File: src/rtl/dsw_pkg.sv
package dsw_pkg;

   localparam int DOT_BITS = 160;

   typedef enum logic [1:0] {
      OP_INIT  = 2'd0,
      OP_FRAME = 2'd1,
      OP_CTRL  = 2'd2,
      OP_NOP   = 2'd3
   } dsw_op_e;

   typedef enum logic [2:0] {
      ST_IDLE,
      ST_RST,
      ST_RS,
      ST_LO,
      ST_HI,
      ST_END
   } dsw_state_e;

   // nanoseconds to clock cycles, rounded up, never below one cycle
   function automatic int ns_to_cyc(input int ns, input int period_ns);
      int c;
      c = (ns + period_ns - 1) / period_ns;
      if (c < 1) c = 1;
      return c;
   endfunction

   function automatic int imax(input int a, input int b);
      return (a > b) ? a : b;
   endfunction

endpackage

File: src/rtl/dsw_timer.sv
module dsw_timer #(
   parameter int TW = 4
) (
   input  logic          clk,
   input  logic          rst_n,
   input  logic          load,
   input  logic [TW-1:0] load_val,
   output logic          expired
);

   logic [TW-1:0] cnt_q;

   always_ff @(posedge clk) begin
      if (!rst_n) begin
         cnt_q <= '0;
      end else if (load) begin
         cnt_q <= load_val;
      end else if (cnt_q != '0) begin
         cnt_q <= cnt_q - 1'b1;
      end
   end

   assign expired = (cnt_q == '0);

endmodule

File: src/rtl/dsw_bitsrc.sv
module dsw_bitsrc #(
   parameter int N_DEV = 2,
   parameter int AW    = 9
) (
   input  logic          clk,
   input  logic          rst_n,
   input  logic          ctrl_sel,
   input  logic          zero_dots,
   input  logic          sim_mode,
   input  logic [7:0]    ctrl_byte,
   input  logic [AW-1:0] bit_idx,
   input  logic          fb_data,
   output logic [AW-1:0] len_m1,
   output logic          sdi_q
);

   localparam int FRAME_LEN = dsw_pkg::DOT_BITS * N_DEV;
   localparam int CTRL_SER  = 8 * N_DEV;

   logic nxt_bit;

   assign len_m1 = ctrl_sel ? (sim_mode ? AW'(7) : AW'(CTRL_SER - 1))
                            : AW'(FRAME_LEN - 1);

   // the low three index bits walk 7..0 in every byte repeat: MSB first
   always_comb begin
      if (ctrl_sel)       nxt_bit = ctrl_byte[bit_idx[2:0]];
      else if (zero_dots) nxt_bit = 1'b0;
      else                nxt_bit = fb_data;
   end

   always_ff @(posedge clk) begin
      if (!rst_n) sdi_q <= 1'b0;
      else        sdi_q <= nxt_bit;
   end

endmodule

File: src/rtl/dispchain_wr_seq.sv
module dispchain_wr_seq
   import dsw_pkg::*;
#(
   parameter int N_DEV         = 2,
   parameter int SYS_CLK_NS    = 10,
   parameter int T_CLK_HI_NS   = 100,
   parameter int T_CLK_LO_NS   = 100,
   parameter int T_RS_SU_NS    = 10,
   parameter int T_CS_SU_NS    = 55,
   parameter int T_CS_HOLD_NS  = 20,
   parameter int T_DATA_SU_NS  = 10,
   parameter int T_RST_LOW_NS  = 50,
   parameter int AW            = $clog2(DOT_BITS * N_DEV)
) (
   input  logic          clk,
   input  logic          rst_n,
   input  logic          cmd_valid,
   input  logic [1:0]    cmd_op,
   input  logic [7:0]    cmd_arg,
   output logic          busy,
   output logic          done,
   output logic [AW-1:0] fb_addr,
   input  logic          fb_data,
   output logic          disp_rst_n,
   output logic          disp_rs,
   output logic          disp_cs_n,
   output logic          disp_sclk,
   output logic          disp_sdi
);

   localparam int DS_C   = ns_to_cyc(T_DATA_SU_NS, SYS_CLK_NS);
   localparam int CEH_C  = ns_to_cyc(T_CS_HOLD_NS, SYS_CLK_NS);
   localparam int CSU_C  = ns_to_cyc(T_CS_SU_NS, SYS_CLK_NS);
   localparam int HI_C   = imax(ns_to_cyc(T_CLK_HI_NS, SYS_CLK_NS), CEH_C);
   localparam int LO_C   = imax(ns_to_cyc(T_CLK_LO_NS, SYS_CLK_NS), DS_C + 1);
   localparam int RS_C   = ns_to_cyc(T_RS_SU_NS, SYS_CLK_NS);
   localparam int LEAD_C = imax(CSU_C, LO_C);
   localparam int RST_C  = ns_to_cyc(T_RST_LOW_NS, SYS_CLK_NS);
   localparam int TMAX   = imax(imax(HI_C, LEAD_C), imax(RS_C, RST_C));
   localparam int TW     = $clog2(TMAX + 1);

   // elaboration-time parameter checks
   generate
      if (N_DEV < 1) begin : g_bad_ndev
         $error("N_DEV must be at least one");
      end
      if (SYS_CLK_NS < 1) begin : g_bad_period
         $error("SYS_CLK_NS must be positive");
      end
      if ((1 << AW) < DOT_BITS * N_DEV) begin : g_bad_aw
         $error("AW too narrow for the dot chain");
      end
   endgenerate

   dsw_state_e state_q, state_d;
   logic          tmr_load, tmr_exp;
   logic [TW-1:0] tmr_val;
   logic [AW-1:0] idx_q, len_m1;
   logic          ctrl_sel_q, zero_q, init_ph_q, sim_q;
   logic [7:0]    byte_q;
   logic [5:0]    bright_q;
   logic          start;
   dsw_op_e       op;

   assign op    = dsw_op_e'(cmd_op);
   assign start = (state_q == ST_IDLE) && cmd_valid && (op != OP_NOP);

   always_comb begin
      state_d = state_q;
      unique case (state_q)
         ST_IDLE: if (start)   state_d = (op == OP_INIT) ? ST_RST : ST_RS;
         ST_RST:  if (tmr_exp) state_d = ST_RS;
         ST_RS:   if (tmr_exp) state_d = ST_LO;
         ST_LO:   if (tmr_exp) state_d = ST_HI;
         ST_HI:   if (tmr_exp) state_d = (idx_q == '0) ? ST_END : ST_LO;
         ST_END:  if (tmr_exp) state_d = (init_ph_q && !ctrl_sel_q) ? ST_RS : ST_IDLE;
         default: state_d = ST_IDLE;
      endcase
   end

   always_comb begin
      tmr_load = (state_d != state_q);
      unique case (state_d)
         ST_RST:  tmr_val = TW'(RST_C - 1);
         ST_RS:   tmr_val = TW'(RS_C - 1);
         ST_LO:   tmr_val = (state_q == ST_RS) ? TW'(LEAD_C - 1) : TW'(LO_C - 1);
         ST_HI:   tmr_val = TW'(HI_C - 1);
         ST_END:  tmr_val = TW'(HI_C - 1);
         default: tmr_val = '0;
      endcase
   end

   dsw_timer #(.TW(TW)) tmr_i (
      .clk      (clk),
      .rst_n    (rst_n),
      .load     (tmr_load),
      .load_val (tmr_val),
      .expired  (tmr_exp)
   );

   dsw_bitsrc #(.N_DEV(N_DEV), .AW(AW)) bits_i (
      .clk       (clk),
      .rst_n     (rst_n),
      .ctrl_sel  (ctrl_sel_q),
      .zero_dots (zero_q),
      .sim_mode  (sim_q),
      .ctrl_byte (byte_q),
      .bit_idx   (idx_q),
      .fb_data   (fb_data),
      .len_m1    (len_m1),
      .sdi_q     (disp_sdi)
   );

   assign fb_addr = idx_q;

   always_ff @(posedge clk) begin
      if (!rst_n) begin
         state_q    <= ST_IDLE;
         busy       <= 1'b0;
         done       <= 1'b0;
         disp_cs_n  <= 1'b1;
         disp_sclk  <= 1'b0;
         disp_rs    <= 1'b0;
         disp_rst_n <= 1'b1;
         ctrl_sel_q <= 1'b0;
         zero_q     <= 1'b0;
         init_ph_q  <= 1'b0;
         sim_q      <= 1'b0;
         byte_q     <= '0;
         bright_q   <= '0;
         idx_q      <= '0;
      end else begin
         state_q <= state_d;
         done    <= 1'b0;
         unique case (state_q)
            ST_IDLE: if (start) begin
               busy <= 1'b1;
               unique case (op)
                  OP_INIT: begin
                     disp_rst_n <= 1'b0;
                     init_ph_q  <= 1'b1;
                     bright_q   <= cmd_arg[5:0];
                     sim_q      <= 1'b0;
                     ctrl_sel_q <= 1'b0;
                     zero_q     <= 1'b1;
                  end
                  OP_FRAME: begin
                     ctrl_sel_q <= 1'b0;
                     zero_q     <= 1'b0;
                     init_ph_q  <= 1'b0;
                     disp_rs    <= 1'b0;
                  end
                  default: begin
                     ctrl_sel_q <= 1'b1;
                     init_ph_q  <= 1'b0;
                     disp_rs    <= 1'b1;
                     byte_q     <= cmd_arg[7] ? {1'b1, 5'b0, cmd_arg[1:0]} : cmd_arg;
                  end
               endcase
            end
            ST_RST: if (tmr_exp) begin
               disp_rst_n <= 1'b1;
               disp_rs    <= 1'b0;
            end
            ST_RS: if (tmr_exp) begin
               disp_cs_n <= 1'b0;
               idx_q     <= len_m1;
            end
            ST_LO: if (tmr_exp) disp_sclk <= 1'b1;
            ST_HI: if (tmr_exp) begin
               if (idx_q == '0) begin
                  disp_cs_n <= 1'b1;
               end else begin
                  disp_sclk <= 1'b0;
                  idx_q     <= idx_q - 1'b1;
               end
            end
            ST_END: if (tmr_exp) begin
               disp_sclk <= 1'b0;
               if (ctrl_sel_q && byte_q[7]) sim_q <= byte_q[0];
               if (init_ph_q && !ctrl_sel_q) begin
                  ctrl_sel_q <= 1'b1;
                  zero_q     <= 1'b0;
                  disp_rs    <= 1'b1;
                  byte_q     <= {2'b01, bright_q};
               end else begin
                  busy      <= 1'b0;
                  done      <= 1'b1;
                  init_ph_q <= 1'b0;
               end
            end
            default: ;
         endcase
      end
   end

   // ---------------- checker counters and assertions ----------------
   logic [31:0] hi_run, lo_run, cs_run, rst_run;

   always_ff @(posedge clk) begin
      if (!rst_n) begin
         hi_run  <= '0;
         lo_run  <= '1;
         cs_run  <= '0;
         rst_run <= '0;
      end else begin
         if (disp_sclk)   hi_run <= (hi_run != '1) ? hi_run + 1 : hi_run; else hi_run <= '0;
         if (!disp_sclk)  lo_run <= (lo_run != '1) ? lo_run + 1 : lo_run; else lo_run <= '0;
         if (!disp_cs_n)  cs_run <= (cs_run != '1) ? cs_run + 1 : cs_run; else cs_run <= '0;
         if (!disp_rst_n) rst_run <= rst_run + 1; else rst_run <= '0;
      end
   end


   rs_hold_chk: assert property (@(posedge clk) disable iff (!rst_n)
      !disp_cs_n |-> $stable(disp_rs));

   sclk_hi_chk: assert property (@(posedge clk) disable iff (!rst_n)
      $fell(disp_sclk) |-> hi_run >= 32'(HI_C));

   sclk_lo_chk: assert property (@(posedge clk) disable iff (!rst_n)
      $rose(disp_sclk) |-> lo_run >= 32'(LO_C));

   sdi_edge_chk: assert property (@(posedge clk) disable iff (!rst_n)
      $rose(disp_sclk) |-> $stable(disp_sdi));

   cs_lead_chk: assert property (@(posedge clk) disable iff (!rst_n)
      $rose(disp_sclk) |-> (!disp_cs_n && cs_run >= 32'(CSU_C)));

   cs_rise_chk: assert property (@(posedge clk) disable iff (!rst_n)
      $rose(disp_cs_n) |-> (disp_sclk && hi_run >= 32'(CEH_C)));

   done_chk: assert property (@(posedge clk) disable iff (!rst_n)
      done |-> ($fell(disp_sclk) && disp_cs_n && !busy));

   rst_len_chk: assert property (@(posedge clk) disable iff (!rst_n)
      $rose(disp_rst_n) |-> rst_run >= 32'(RST_C));

   busy_win_chk: assert property (@(posedge clk) disable iff (!rst_n)
      !disp_cs_n |-> busy);

endmodule

File: config.mk
export PLATFORM = sky130hd
export DESIGN_NAME = dispchain_wr_seq
export DESIGN_NICKNAME = d
export VERILOG_FILES = /design/src/rtl/dsw_pkg.sv /design/src/rtl/dsw_timer.sv /design/src/rtl/dsw_bitsrc.sv /design/src/rtl/dispchain_wr_seq.sv
export SDC_FILE = /design/constraint.sdc
export NUM_CORES = 1
export LEC_CHECK = 0
export ABC_AREA = 1
export BUFFER_PORTS_ARGS = -buffer_cell sky130_fd_sc_hd__buf_2
export CORE_UTILIZATION = 45
export CTS_CLUSTER_DIAMETER = 50
export CTS_CLUSTER_SIZE = 8
export DETAILED_ROUTE_END_ITERATION = 8
export GPL_TIMING_DRIVEN = 0
export PLACE_DENSITY = 0.73
export SKIP_LAST_GASP = 1
export SYNTH_ARGS = -nofsm -noshare
export SYNTH_HDL_FRONTEND = slang
export SYNTH_SLANG_ARGS = --single-unit
File: constraint.sdc
create_clock -name clk -period 2.5 [get_ports clk]
set_clock_uncertainty 0.15 [all_clocks]
set_input_delay 0.125 -clock clk [delete_from_list [all_inputs] [get_ports clk]]
set_output_delay 0.125 -clock clk [all_outputs]
set_load 0.05 [all_outputs]
==> metrics.md <==
| Metric | Value |
|---|---|
| FILL cells | `between 400 and 500` |
| Ys flop type | `dfxtp_1` |
| Number of global-route vias before repair | `1962` |
| F_max | `467 MHz` |
| Syn-to-layout area delta | `16.9%` |
| CTS tree | `yes` |
| Row cnt | `25` |
| Power Total | `between 3 and 4 mW` |
| EDFF count, synth | `0` |
| Yosys cell types | `39` |
| Tightest Pin Transition | `around 580 ps` |
| Drt wl/cell | `between 10 and 15 um` |
| Dpl ws | `slightly above 400 ps` |
| GPL Wtd Cong | `between 0.8 and 0.9` |
| H-tree Lvls | `2` |
| Setup ws final | `357 ps` |
| Clock Latency Late Sink | `290 ps` |
| M1 WL | `2.53 mm` |
| # Post-CTS Setup Buffers | `0` |
| First DRT Iteration DRCs | `approximately 110` |
| Via count | `2196` |
| Num Clock Sinks | `between 40 and 50` |
| Clk slew on worst S/H paths | `90 ps` |
| Hold_buf cts | `6` |
| Initial core utilization | `47.1%` |
| Drt total wl | `between 5 and 6 mm` |
| Critical Path Fanout Max | `10` |
| Finished Core Util | `55.0%` |
| Setup-failing EPs final | `0` |
| Die Y | `72.5 um` |
| Routed length on met3 | `267 um` |
| Remaining Overflow, GRT | `0` |
| Startpoint types | `flip-flop` |
| RSZ-0062 raised after global routing | `no` |
| Final hold violation count | `0` |
| Die area | `approximately 5300 um^2` |
| Post-cts sizing count | `0` |
| Routed length on met2 | `2.35 mm` |
| Number of diodes | `0` |
| VDD IR max | `0.000562 V` |
| Deepest clock path buffer count | `2` |
| Hold Slack | `13.6 ps` |
| Io pins | `30` |
| Max_slew headroom | `approximately 62%` |
| Post-synthesis sequential area ratio | `roughly 37%` |
| Non-filler cells, final | `422` |
| Leak | `between 1 and 1.5 nW` |
| Initial antenna violation count | `0` |
| Status | `finished clean` |
| Setup TNS | `0 ps` |
| Mapped Cells | `~310` |
| Worst reg2reg setup slack | `about 360 ps` |
| First-pass DRT Iterations | `5` |
| Register bit total from synthesis | `slightly above 40` |
| Post-Place Cells | `409` |
| Mean Syn Cell Area | `roughly 7 um^2` |
| Global-route wire length before repair | `approximately 8.6 mm` |
| IO Port Bufs | `29` |
| Max Used Layer | `met4` |
| Tcrit/Tclk final | `85.7%` |
| Synthesis warning total | `0` |
| Largest net degree at the start of global routing | `13` |
| Dpl cell area | `between 2000 and 2500 um^2` |
| Cell area after layout | `between 2000 and 3000 um^2` |
| Die width | `between 70 and 80 um` |
| CTS root buf | `clkbuf_8` |
| Ys async rst share | `0%` |
| Worst hold path type | `in2reg` |
| WP data required | `~2500 ps` |
| CP Data Arrival Time | `around 2200 ps` |
| DP HPWL | `3.77 mm` |
| Share of cells above drive strength 1 | `19.7%` |
| Mapped Area | `2240 um^2` |
| Core ar. | `4750 um^2` |
| Pwr Density | `~1200 nW/um^2` |
| Final nets | `between 300 and 400` |
| Max cap viols | `0` |
| Syn Nets | `330` |
| Crit. End Element | `flip-flop` |
| Residual DRC | `0` |
| TritonCTS Buffers | `5` |
| Crit path kind | `reg2reg` |
| Total global-route track usage | `between 20% and 30%` |
| Slew Limit Fails | `0` |
| Crit path time final | `~2100 ps` |
| Vias/cell | `between 5 and 6` |
| Detail Route Antenna Nets | `0` |
## layout by cell type, fill, tap and decap left out, types with 2 or more instances in the layout
cell           netlist  layout
o21ai_2              2       2
o211ai_1             2       2
nand2_4              3       3
nand3_1             17      17
a31oi_1              3       3
nor2_1              24      24
buf_2                1      30
a21oi_1             30      30
nand2_1             59      59
nand2_2              6       6
a21oi_2              3       3
ha_1                 3       3
dfxtp_1             41      41
o221ai_1             3       3
o21ai_0             36      36
buf_6                3       3
inv_2                4       4
nor3_1               5       5
a211oi_1             3       3
clkbuf_8             0       6
dlygate4sd3_1        0       6
inv_1               38      38
nor2_2               3       3
nor2_4               2       2
xor2_1               3       3
clkbuf_1             4       4
## cells by family after synthesis
group / count (synthesis) / synth area share, %
AOI/OAI and AO/OA: 88 / 23.3
and+or+nand+nor: 124 / 26.0
xor gates and xnor gates: 4 / 1.57
buffers and inverters: 53 / 10.8
DFF: 41 / 36.7
adders and majority gates: 3 / 1.68
## worst max-delay path, stage by stage (launching register included)
cell and delay [ps]:
dfxtp_1 370, inv_1 60, ha_1 260, nand2_4 140
inv_2 60, buf_6 140, nand2_1 80, nand3_1 70
nor2_1 190, nand3_1 130, nand2_2 120, nand2_2 80
nand2_1 90, a21oi_1 60
## cell type report
| class | count | area (um^2) | share of cell area (%) |
|---|---|---|---|
| multi-input cells | 219 | 1170 | 44.9 |
| flip-flops and latches | 41 | 821 | 31.4 |
| repair buffers | 35 | 205 | 7.84 |
| inverters | 44 | 168 | 6.41 |
| well taps | 67 | 83.8 | 3.20 |
| clock buffers | 6 | 82.6 | 3.16 |
| plain buffers | 9 | 73.8 | 2.82 |
| clock inverters | 1 | 7.51 | 0.287 |
## sequential cells by signal (all words and copies together) (netlist names)
name / flops
busy: 1
zero_q: 1
ctrl_sel_q: 1
disp_sclk: 1
bits_i.sdi_q: 1
state_q: 3
sim_q: 1
fb_addr: 9
disp_rst_n: 1
byte_q: 8
done: 1
bright_q: 6
disp_cs_n: 1
init_ph_q: 1
disp_rs: 1
tmr_i.cnt_q: 4
## cell usage after synthesis, types with 2 or more instances
master / count / share of area [%]
nor2_2: 3 / 0.84
a21oi_1: 30 / 6.7
a211oi_1: 3 / 1.0
xor2_1: 3 / 1.2
nand2_2: 6 / 1.7
clkbuf_1: 4 / 0.67
nor2_4: 2 / 1.0
a21oi_2: 3 / 1.2
o211ai_1: 2 / 0.67
buf_6: 3 / 1.5
nand2_4: 3 / 1.5
nand2_1: 59 / 9.9
o21ai_2: 2 / 0.78
o21ai_0: 36 / 8.1
nor3_1: 5 / 1.1
nand3_1: 17 / 3.8
inv_2: 4 / 0.67
ha_1: 3 / 1.7
o221ai_1: 3 / 1.2
nor2_1: 24 / 4.0
dfxtp_1: 41 / 37
inv_1: 38 / 6.4
a31oi_1: 3 / 0.84
## metal layers
layer | vias to the layer above | track usage (%)
met5 | - | 0
met4 | 0 | 5.45
met3 | 4 | 4.58
met2 | 68 | 35.0
met1 | 1008 | 27.7
li1 | 1116 | -
## power breakdown
group | switching [mW] | internal [mW] | total, mW
Combinational | 1.16 | 0.567 | 1.73
Clock | 0.239 | 0.219 | 0.457
Sequential | 0.128 | 0.831 | 0.959
## path summary, 6_finish.rpt
check / endpoint / depth (start not counted) / start
max: tmr_i.cnt_q[0] / 13 / tmr_i.cnt_q[0]
min reg2reg: disp_rst_n / 2 / disp_rst_n
max reg2reg: tmr_i.cnt_q[0] / 13 / tmr_i.cnt_q[0]
min: byte_q[6] / 3 / cmd_arg[6]
No activity file was read; power rests on OpenSTA's default activity.
